File: src/rtl/erase_sel_pkg.sv
package erase_sel_pkg;

  typedef enum logic [2:0] {
    ST_IDLE  = 3'd0,
    ST_WIN   = 3'd1,
    ST_SUSPW = 3'd2,
    ST_RUN   = 3'd3,
    ST_SUSPR = 3'd4,
    ST_ABORT = 3'd5
  } selState_e;

  // strobes from control to datapath
  typedef struct packed {
    logic addBlk;
    logic clrSel;
    logic ldHold;
    logic ldAbort;
    logic tick;
  } selStrobe_t;

endpackage

File: src/rtl/erase_sel_dp.sv
module erase_sel_dp
  import erase_sel_pkg::*;
#(
  parameter int NUM_BLK   = 16,
  parameter int HOLD_CYC  = 5000,
  parameter int ABORT_CYC = 10000
) (
  input  logic                       clk,
  input  logic                       rstN,
  input  selStrobe_t                 stb,
  input  logic [$clog2(NUM_BLK)-1:0] blkAddr,
  input  logic [NUM_BLK-1:0]         protMask,
  output logic [NUM_BLK-1:0]         selMap,
  output logic                       cntZero,
  output logic                       selAny
);
  localparam int BLK_W   = $clog2(NUM_BLK);
  localparam int CNT_MAX = (HOLD_CYC > ABORT_CYC) ? HOLD_CYC : ABORT_CYC;
  localparam int CNT_W   = $clog2(CNT_MAX + 1);
  localparam logic [CNT_W-1:0] HOLD_LD  = CNT_W'(HOLD_CYC - 1);
  localparam logic [CNT_W-1:0] ABORT_LD = CNT_W'(ABORT_CYC - 1);

  logic [CNT_W-1:0] cnt;

  // one flop per block; a bit is set only for an unprotected confirm
  for (genvar i = 0; i < NUM_BLK; i++) begin : g_blk
    logic hitBlk;
    assign hitBlk = stb.addBlk && (blkAddr == BLK_W'(i)) && !protMask[i];
    always_ff @(posedge clk or negedge rstN) begin
      if (!rstN)           selMap[i] <= 1'b0;
      else if (stb.clrSel) selMap[i] <= 1'b0;
      else if (hitBlk)     selMap[i] <= 1'b1;
    end
  end

  always_ff @(posedge clk or negedge rstN) begin
    if (!rstN)                         cnt <= '0;
    else if (stb.ldHold)               cnt <= HOLD_LD;
    else if (stb.ldAbort)              cnt <= ABORT_LD;
    else if (stb.tick && cnt != '0)    cnt <= cnt - 1'b1;
  end

  assign cntZero = (cnt == '0);
  assign selAny  = |selMap;

endmodule

File: src/rtl/erase_sel_ctrl.sv
module erase_sel_ctrl
  import erase_sel_pkg::*;
(
  input  logic       clk,
  input  logic       rstN,
  input  logic       blkCfm,
  input  logic       otherCmd,
  input  logic       suspCmd,
  input  logic       resCmd,
  input  logic       bankHit,
  input  logic       eraseDone,
  input  logic       cntZero,
  input  logic       selAny,
  output selStrobe_t stb,
  output logic       eraseStart,
  output logic       allProtAbort
);
  selState_e state, stateNxt;
  logic startNxt, abortNxt, suspOk, resOk;

  assign suspOk = suspCmd && bankHit;
  assign resOk  = resCmd && bankHit;

  always_comb begin
    stateNxt = state;
    stb      = '0;
    startNxt = 1'b0;
    abortNxt = 1'b0;
    case (state)
      ST_IDLE: begin
        if (blkCfm) begin
          stb.addBlk = 1'b1;
          stb.ldHold = 1'b1;
          stateNxt   = ST_WIN;
        end
      end
      ST_WIN: begin
        if (otherCmd) begin
          stb.clrSel = 1'b1;
          stateNxt   = ST_IDLE;
        end else if (suspOk) begin
          stateNxt = ST_SUSPW;
        end else if (blkCfm) begin
          stb.addBlk = 1'b1;
          stb.ldHold = 1'b1;
        end else if (cntZero) begin
          if (selAny) begin
            startNxt = 1'b1;
            stateNxt = ST_RUN;
          end else begin
            stb.ldAbort = 1'b1;
            stateNxt    = ST_ABORT;
          end
        end else begin
          stb.tick = 1'b1;
        end
      end
      ST_SUSPW: begin
        if (resOk) begin
          stb.ldHold = 1'b1;
          stateNxt   = ST_WIN;
        end
      end
      ST_RUN: begin
        if (suspOk) begin
          stateNxt = ST_SUSPR;
        end else if (eraseDone) begin
          stb.clrSel = 1'b1;
          stateNxt   = ST_IDLE;
        end
      end
      ST_SUSPR: begin
        if (resOk) stateNxt = ST_RUN;
      end
      ST_ABORT: begin
        if (cntZero) begin
          abortNxt   = 1'b1;
          stb.clrSel = 1'b1;
          stateNxt   = ST_IDLE;
        end else begin
          stb.tick = 1'b1;
        end
      end
      default: stateNxt = ST_IDLE;
    endcase
  end

  always_ff @(posedge clk or negedge rstN) begin
    if (!rstN) begin
      state        <= ST_IDLE;
      eraseStart   <= 1'b0;
      allProtAbort <= 1'b0;
    end else begin
      state        <= stateNxt;
      eraseStart   <= startNxt;
      allProtAbort <= abortNxt;
    end
  end

endmodule

File: src/rtl/erase_sel_window.sv
module erase_sel_window
  import erase_sel_pkg::*;
#(
  parameter int NUM_BLK   = 16,
  parameter int HOLD_CYC  = 5000,
  parameter int ABORT_CYC = 10000
) (
  input  logic                       clk,
  input  logic                       rstN,
  input  logic                       blkCfm,
  input  logic [$clog2(NUM_BLK)-1:0] blkAddr,
  input  logic                       otherCmd,
  input  logic                       suspCmd,
  input  logic                       resCmd,
  input  logic                       bankHit,
  input  logic                       eraseDone,
  input  logic [NUM_BLK-1:0]         protMask,
  output logic [NUM_BLK-1:0]         selMap,
  output logic                       eraseStart,
  output logic                       allProtAbort
);
  selStrobe_t stb;
  logic cntZero, selAny;

  erase_sel_ctrl u_ctrl (
    .clk(clk), .rstN(rstN), .blkCfm(blkCfm), .otherCmd(otherCmd),
    .suspCmd(suspCmd), .resCmd(resCmd), .bankHit(bankHit),
    .eraseDone(eraseDone), .cntZero(cntZero), .selAny(selAny),
    .stb(stb), .eraseStart(eraseStart), .allProtAbort(allProtAbort)
  );

  erase_sel_dp #(
    .NUM_BLK(NUM_BLK), .HOLD_CYC(HOLD_CYC), .ABORT_CYC(ABORT_CYC)
  ) u_dp (
    .clk(clk), .rstN(rstN), .stb(stb), .blkAddr(blkAddr),
    .protMask(protMask), .selMap(selMap), .cntZero(cntZero), .selAny(selAny)
  );

endmodule

File: config.mk
export PLATFORM = sky130hd
export DESIGN_NAME = erase_sel_window
export DESIGN_NICKNAME = d
export VERILOG_FILES = /design/src/rtl/erase_sel_pkg.sv /design/src/rtl/erase_sel_dp.sv /design/src/rtl/erase_sel_ctrl.sv /design/src/rtl/erase_sel_window.sv
export SDC_FILE = /design/constraint.sdc
export NUM_CORES = 1
export LEC_CHECK = 0
export ABC_CLOCK_PERIOD_IN_PS = 5750
export BUFFER_PORTS_ARGS = -buffer_cell sky130_fd_sc_hd__buf_2
export CAP_MARGIN = 20
export CORE_UTILIZATION = 50
export CTS_BUF_LIST = sky130_fd_sc_hd__clkbuf_4 sky130_fd_sc_hd__clkbuf_8 sky130_fd_sc_hd__clkbuf_16
export DETAILED_ROUTE_END_ITERATION = 8
export GPL_TIMING_DRIVEN = 0
export MAX_ROUTING_LAYER = met4
export PLACE_DENSITY = 0.78
export SLEW_MARGIN = 30
export SYNTH_ARGS = -nofsm -noshare
export SYNTH_HDL_FRONTEND = slang
export SYNTH_SLANG_ARGS = --single-unit
File: constraint.sdc
create_clock -name clk -period 5.75 [get_ports clk]
set_input_delay 0 -clock clk [delete_from_list [all_inputs] [get_ports clk]]
set_output_delay 0 -clock clk [all_outputs]
set_load 0.005 [all_outputs]
Yosys cells after proc, flatten, opt, wreduce, memory -nomap -nowiden
Index checks and enable logic that the tools add are counted.
{"block": "word_totals", "elab_cells": 195, "input_bits": 28, "register_bits": 35}
{"block": "op_classes", "muxes": 73, "n_reduce_logical": 74, "n_addsub": 1, "n_eq_ne": 27}
{"operator": "1-bit 2-to-1 mux", "n": 51}
{"operator": "14-bit 2-to-1 mux", "n": 3}
{"operator": "3-bit 2-to-1 mux", "n": 13}
{"operator": "1-bit logical AND", "n": 35}
{"operator": "4-bit equality test, second input constant", "n": 8}
{"operator": "2-bit nonzero test", "n": 16}
{"operator": "3-bit case mux with 6 select lines", "n": 1}
{"operator": "4-bit by 3-bit equality test with 1-bit output, second input constant", "n": 4}
{"operator": "1-bit logical NOT", "n": 16}
{"operator": "16-bit OR reduction", "n": 1}
{"operator": "14-bit logical NOT", "n": 1}
{"operator": "14-bit nonzero test", "n": 1}
{"operator": "14-bit by 1-bit subtractor with 14-bit output, second input constant", "n": 1}
{"operator": "4-bit by 2-bit equality test with 1-bit output, second input constant", "n": 2}
{"operator": "4-bit by 3-bit != test with 1-bit output, second input constant", "n": 2}
{"operator": "7-bit AND reduction", "n": 1}
{"operator": "3-bit by 2-bit equality test with 1-bit output, second input constant", "n": 2}
{"operator": "3-bit equality test, second input constant", "n": 2}
{"operator": "1-bit case mux with 3 select lines", "n": 2}
{"operator": "4-bit by 1-bit equality test with 1-bit output, second input constant", "n": 1}
{"operator": "4-bit logical NOT", "n": 1}
{"operator": "2-bit by 1-bit != test with 1-bit output, second input constant", "n": 2}
{"operator": "2-bit != test, second input constant", "n": 2}
{"operator": "1-bit case mux with 2 select lines", "n": 2}
{"operator": "5 further kinds", "n": 5}

Logic depth before layout (Yosys ltp)
{"block": "logic_depth", "ltp_word": 11, "ltp_mapped": 8, "ltp_nobuf": 7}

Cells and area by module
Synthesis repeated with hierarchy kept, for this count alone.
{"block": "unflattened", "cells_unflattened": 215, "area_unflattened_um2": 1956.9}
{"mod": "erase_sel_dp", "instances": 1, "area_per_inst_um2": 1502.7, "cells_each": 163}
{"mod": "erase_sel_ctrl", "instances": 1, "area_per_inst_um2": 454.2, "cells_each": 52}

Worst setup path after synthesis
OpenSTA, ideal clock, no wires.
{"block": "synth_path", "kind": "reg2reg", "startpoint": "register u_dp.cnt[0]", "endpoint": "register u_ctrl.state[2]", "arrival_time_ns": 1.885, "slack_ns": 3.740, "stages_incl_launch_ff": 8, "setup_time_ns": 0.125, "path_cell_list": "dfrtp_1 inv_1 ha_1 nor3b_2 nand4_2 a21o_1 a22oi_4 mux2_4"}
{"block": "synth_via", "elab_chain_len": 3, "word_cells_on_any_way": 4}
{"element": "start: declaration", "line_no": "erase_sel_dp.sv:23", "source": "logic [CNT_W-1:0] cnt;"}
{"element": "start signal: assignment", "line_no": "erase_sel_dp.sv:40", "source": "else if (stb.tick && cnt != '0) cnt <= cnt - 1'b1;"}
{"element": "14-bit logical NOT *", "line_no": "erase_sel_dp.sv:43", "source": "assign cntZero = (cnt == '0);"}
{"element": "4-bit by 3-bit != test with 1-bit output (no source line) or 2-bit != test (tied branches)"}
{"element": "7-bit AND reduction (no source line) *"}
{"element": "end signal: assignment", "line_no": "erase_sel_ctrl.sv:94", "source": "state <= stateNxt;"}
{"element": "end: declaration", "line_no": "erase_sel_ctrl.sv:18", "source": "selState_e state, stateNxt;"}
Mark *: on every way between the ends. The rest lies on a longest branch, timed or not.
A chain may end at the register's enable or synchronous reset.

Worst setup path in the final report
{"block": "layout_path", "startpoint": "register u_dp.cnt[0]", "endpoint": "register u_ctrl.state[0]"}
Same word-level chain as after synthesis.

==> metrics.md <==
| Metric | Value |
|---|---|
| Fmax | 436.6 MHz |
| Worst VDD drop | 138.5 uV |
| First-pass GRT wire length | 7.514 mm |
| Final wirelength | 4.308 mm |
| Port bufs | 44 |
| Clock share of power | 25.7% |
| Post-synthesis sequential area ratio | 45.13% |
| Nets | 291 |
| Worst slew margin | 49.49% |
| Yosys reg bits | 35 |
| Via density | 5.627 |
| Synthesized area per cell | 9.241 um^2 |
| Leakage power | 1.096 nW |
| Yosys Warn Count | 0 |
| Final hold viol count | 0 |
| Synthesized instance count | 210 |
| Worst Path Max Fanout | 8 |
| Drt drc | 0 |
| Clk sinks | 35 |
| Final core utilization | 63.30% |
| Via count | 1750 |
| Vias in the first global route | 1658 |
| TritonCTS clock tree | built |
| Clk root buf | clkbuf_8 |
| Post-synth EDFFs | 0 |
| NetSw | 0.0002653 W |
| Sw frac | 34.53% |
| FILL cells | 335 |
| Critical path arrival | 2460 ps |
| Post-route antenna net violation count | 0 |
| Clk_skew | 3.724 ps |
| Asr flop ratio synth | 100.0% |
| IO Count | 46 |
| Std-Cell Rows | 22 |
| WP data required | 5920 ps |
| Worst Setup End Kind | register |
| Design area | 2335 um^2 |
| Final min period | 2290 ps |
| GRT Total Usage | 23.94% |
| DP HPWL | 3.172 mm |
| RSZ-0062 raised after global routing | false |
| H-tree depth | 2 |
| Post-synthesis to final-layout area growth | 20.31% |
| Placement Cell Area | 2221 um^2 |
| Post-route clock period utilization | 39.83% |
| Syn nets | 239 |
| Die X | 64.30 um |
| Power Density | 329.1 nW/um^2 |
| CTS resizes | 0 |
| Avg WL per Cell | 13.85 um |
| Final Wtd Congestion | 0.9002 |
| Cell Area, Synth | 1941 um^2 |
| Status | completed |
| Post-synth top flop | dfrtp_1 |
| Sequential cell area | 875.8 um^2 |
| Startpoint Class | register |
| Pint | 0.0005030 W |
| Post-CTS setup repair buffer count | 0 |
| Router iterations before antenna repair | 4 |
| Inserted Clock Buffers | 5 |
| Worst Hold Class | primary input to register |
| Max Slew Vio Count | 0 |
| Die H | 64.30 um |
| Share of post-route cells with drive strength above 1 | 26.62% |
| Worst-Skew Late Latency | 280 ps |
| # setup viols final | 0 |
| Seq pwr share | 38.4% |
| Die area | 4134 um^2 |
| Worst setup path class | register to register |
| Iter 0 DRT Violations | 79 |
| Max_cap viols | 0 |
| Register clock-pin slew on the reported worst setup and hold paths | 70 ps |
| Core box area | 3689 um^2 |
| Largest net degree at the start of global routing | 36 |
| Initial core utilization | 52.61% |
| Comb pwr share | 35.9% |
| Setup TNS | 0 ps |
| Clock Path Buffers | 2 |
| Area of the multi-input gates | 1012 um^2 |
| ANT cells | 0 |
| Worst-Margin Slew | 757.7 ps |
| Total congestion overflow | 0 |
| Initial antenna violation count | 0 |
| Distinct cells, synth | 48 |
-- state kept, by name, indices dropped and copies added (netlist names) --
name	flops
u_dp.cnt	14
u_ctrl.state	3
u_dp.selMap	16
u_ctrl.allProtAbort	1
u_ctrl.eraseStart	1
-- per-layer routing --
metal / vias to the layer above / wire length (um) / global-route usage [%]
met4: 0 / 80 / 11.67
met1: 825 / 2114 / 32.45
met2: 45 / 1928 / 34.21
met3: 9 / 185 / 4.643
met5: - / 0 / -
li1: 871 / - / -
-- power by group through the flow --
stage / clock network [W] / logic, W / registers (W)
5_1_grt: 0.000211 / 0.000306 / 0.000300
6_report: 0.000197 / 0.000276 / 0.000295
3_5_place_dp: 0 / 0.000274 / 0.000299
2_1_floorplan: 0 / 0.000202 / 0.000296
3_3_place_gp: 0 / 0.000269 / 0.000298
4_1_cts: 0.000201 / 0.000275 / 0.000295
-- synth_stat cells, types with 2 or more instances --
| cell | number | area share, % |
|---|---|---|
| dfrtp_1 | 35 | 45 |
| nor2_1 | 28 | 5.4 |
| a21oi_1 | 22 | 5.7 |
| nand2_1 | 16 | 3.1 |
| nor3_1 | 13 | 3.4 |
| nor4_1 | 12 | 3.9 |
| xor2_1 | 10 | 4.5 |
| nand3_1 | 7 | 1.8 |
| nand2b_1 | 5 | 1.6 |
| nand4_1 | 5 | 1.6 |
| clkbuf_1 | 4 | 0.77 |
| inv_1 | 4 | 0.77 |
| buf_2 | 3 | 0.77 |
| mux2_4 | 3 | 2.3 |
| o211ai_1 | 3 | 1.2 |
| or4_1 | 3 | 1.2 |
| nand3b_1 | 2 | 0.77 |
| nor3_2 | 2 | 1.0 |
| o21a_1 | 2 | 0.77 |
| or3_1 | 2 | 0.64 |
| xnor2_1 | 2 | 0.90 |
-- cells by family (layout without fill, tap and decap cells) --
| group | after synthesis | count (layout) | synth area share [%] |
|---|---|---|---|
| and+or+nand+nor | 106 | 106 | 29.53 |
| muxes | 3 | 3 | 2.321 |
| xor gates and xnor gates | 12 | 12 | 5.416 |
| AOI/OAI and AO/OA | 41 | 41 | 14.25 |
| DFF | 35 | 35 | 45.13 |
| buffers and inverters | 12 | 65 | 2.707 |
| adders and majority gates | 1 | 1 | 0.6446 |
-- cells in the final DEF (no fill, tap or decap), drive strengths merged, types with 3 or more instances in the layout --
| cell type | netlist | layout |
|---|---|---|
| buf | 4 | 48 |
| dfrtp | 35 | 35 |
| nor2 | 28 | 28 |
| a21oi | 22 | 22 |
| nand2 | 17 | 17 |
| nor3 | 15 | 15 |
| nor4 | 13 | 13 |
| clkbuf | 4 | 12 |
| xor2 | 10 | 10 |
| nand3 | 7 | 7 |
| nand4 | 6 | 6 |
| nand2b | 5 | 5 |
| inv | 4 | 4 |
| or4 | 3 | 3 |
| o211ai | 3 | 3 |
| mux2 | 3 | 3 |
| o21a | 3 | 3 |
-- critical path, cell delays in order, from the launching register on --
cell and delay [ps]:
dfrtp_1 390, inv_1 100, ha_1 160, nor3b_2 460, nand4_2 270, a21o_1 250
a22oi_4 210, mux2_4 320
-- cell type report --
cell class | count | area share (%)
tap | 48 | 2.572
clock buffer | 8 | 4.448
inverter | 4 | 0.6431
timing repair buffer | 45 | 9.861
multi-input combinational | 163 | 43.35
sequential | 35 | 37.51
buffer | 8 | 1.608
-- metrics by stage --
step,power (W),setup WS (ps),cells,hold WS [ps]
2_1_floorplan,0.0004979,3740,210,-295.6
3_3_place_gp,0.0005675,3489,302,112.1
3_5_place_dp,0.0005726,3443,302,117.8
4_1_cts,0.0007709,3439,311,41.80
5_1_grt,0.0008171,3243,311,69.09
6_report,0.0007683,3460,311,47.01
-- worst paths after layout --
path / from / endpoint / slack, ps / cells past startpoint
max in group asynchronous: rstN / u_dp.cnt[9] / 4940 / 2
setup reg to reg: u_dp.cnt[0] / u_ctrl.state[0] / 3460 / 7
setup / recovery: u_dp.cnt[0] / u_ctrl.state[0] / 3460 / 7
hold reg to reg: u_dp.selMap[15] / u_dp.selMap[15] / 520 / 2
min in group asynchronous: rstN / u_dp.cnt[4] / 320 / 2
hold / removal: protMask[3] / u_dp.selMap[3] / 50 / 4
-- what timing repair did --
action | 4_1_cts | 5_1_grt
endpoints found under the hold margin | 35 | 0
hold buffers | 1 | 0
endpoints found under the setup margin | 0 | 0
No activity file was read; power rests on OpenSTA's default activity.
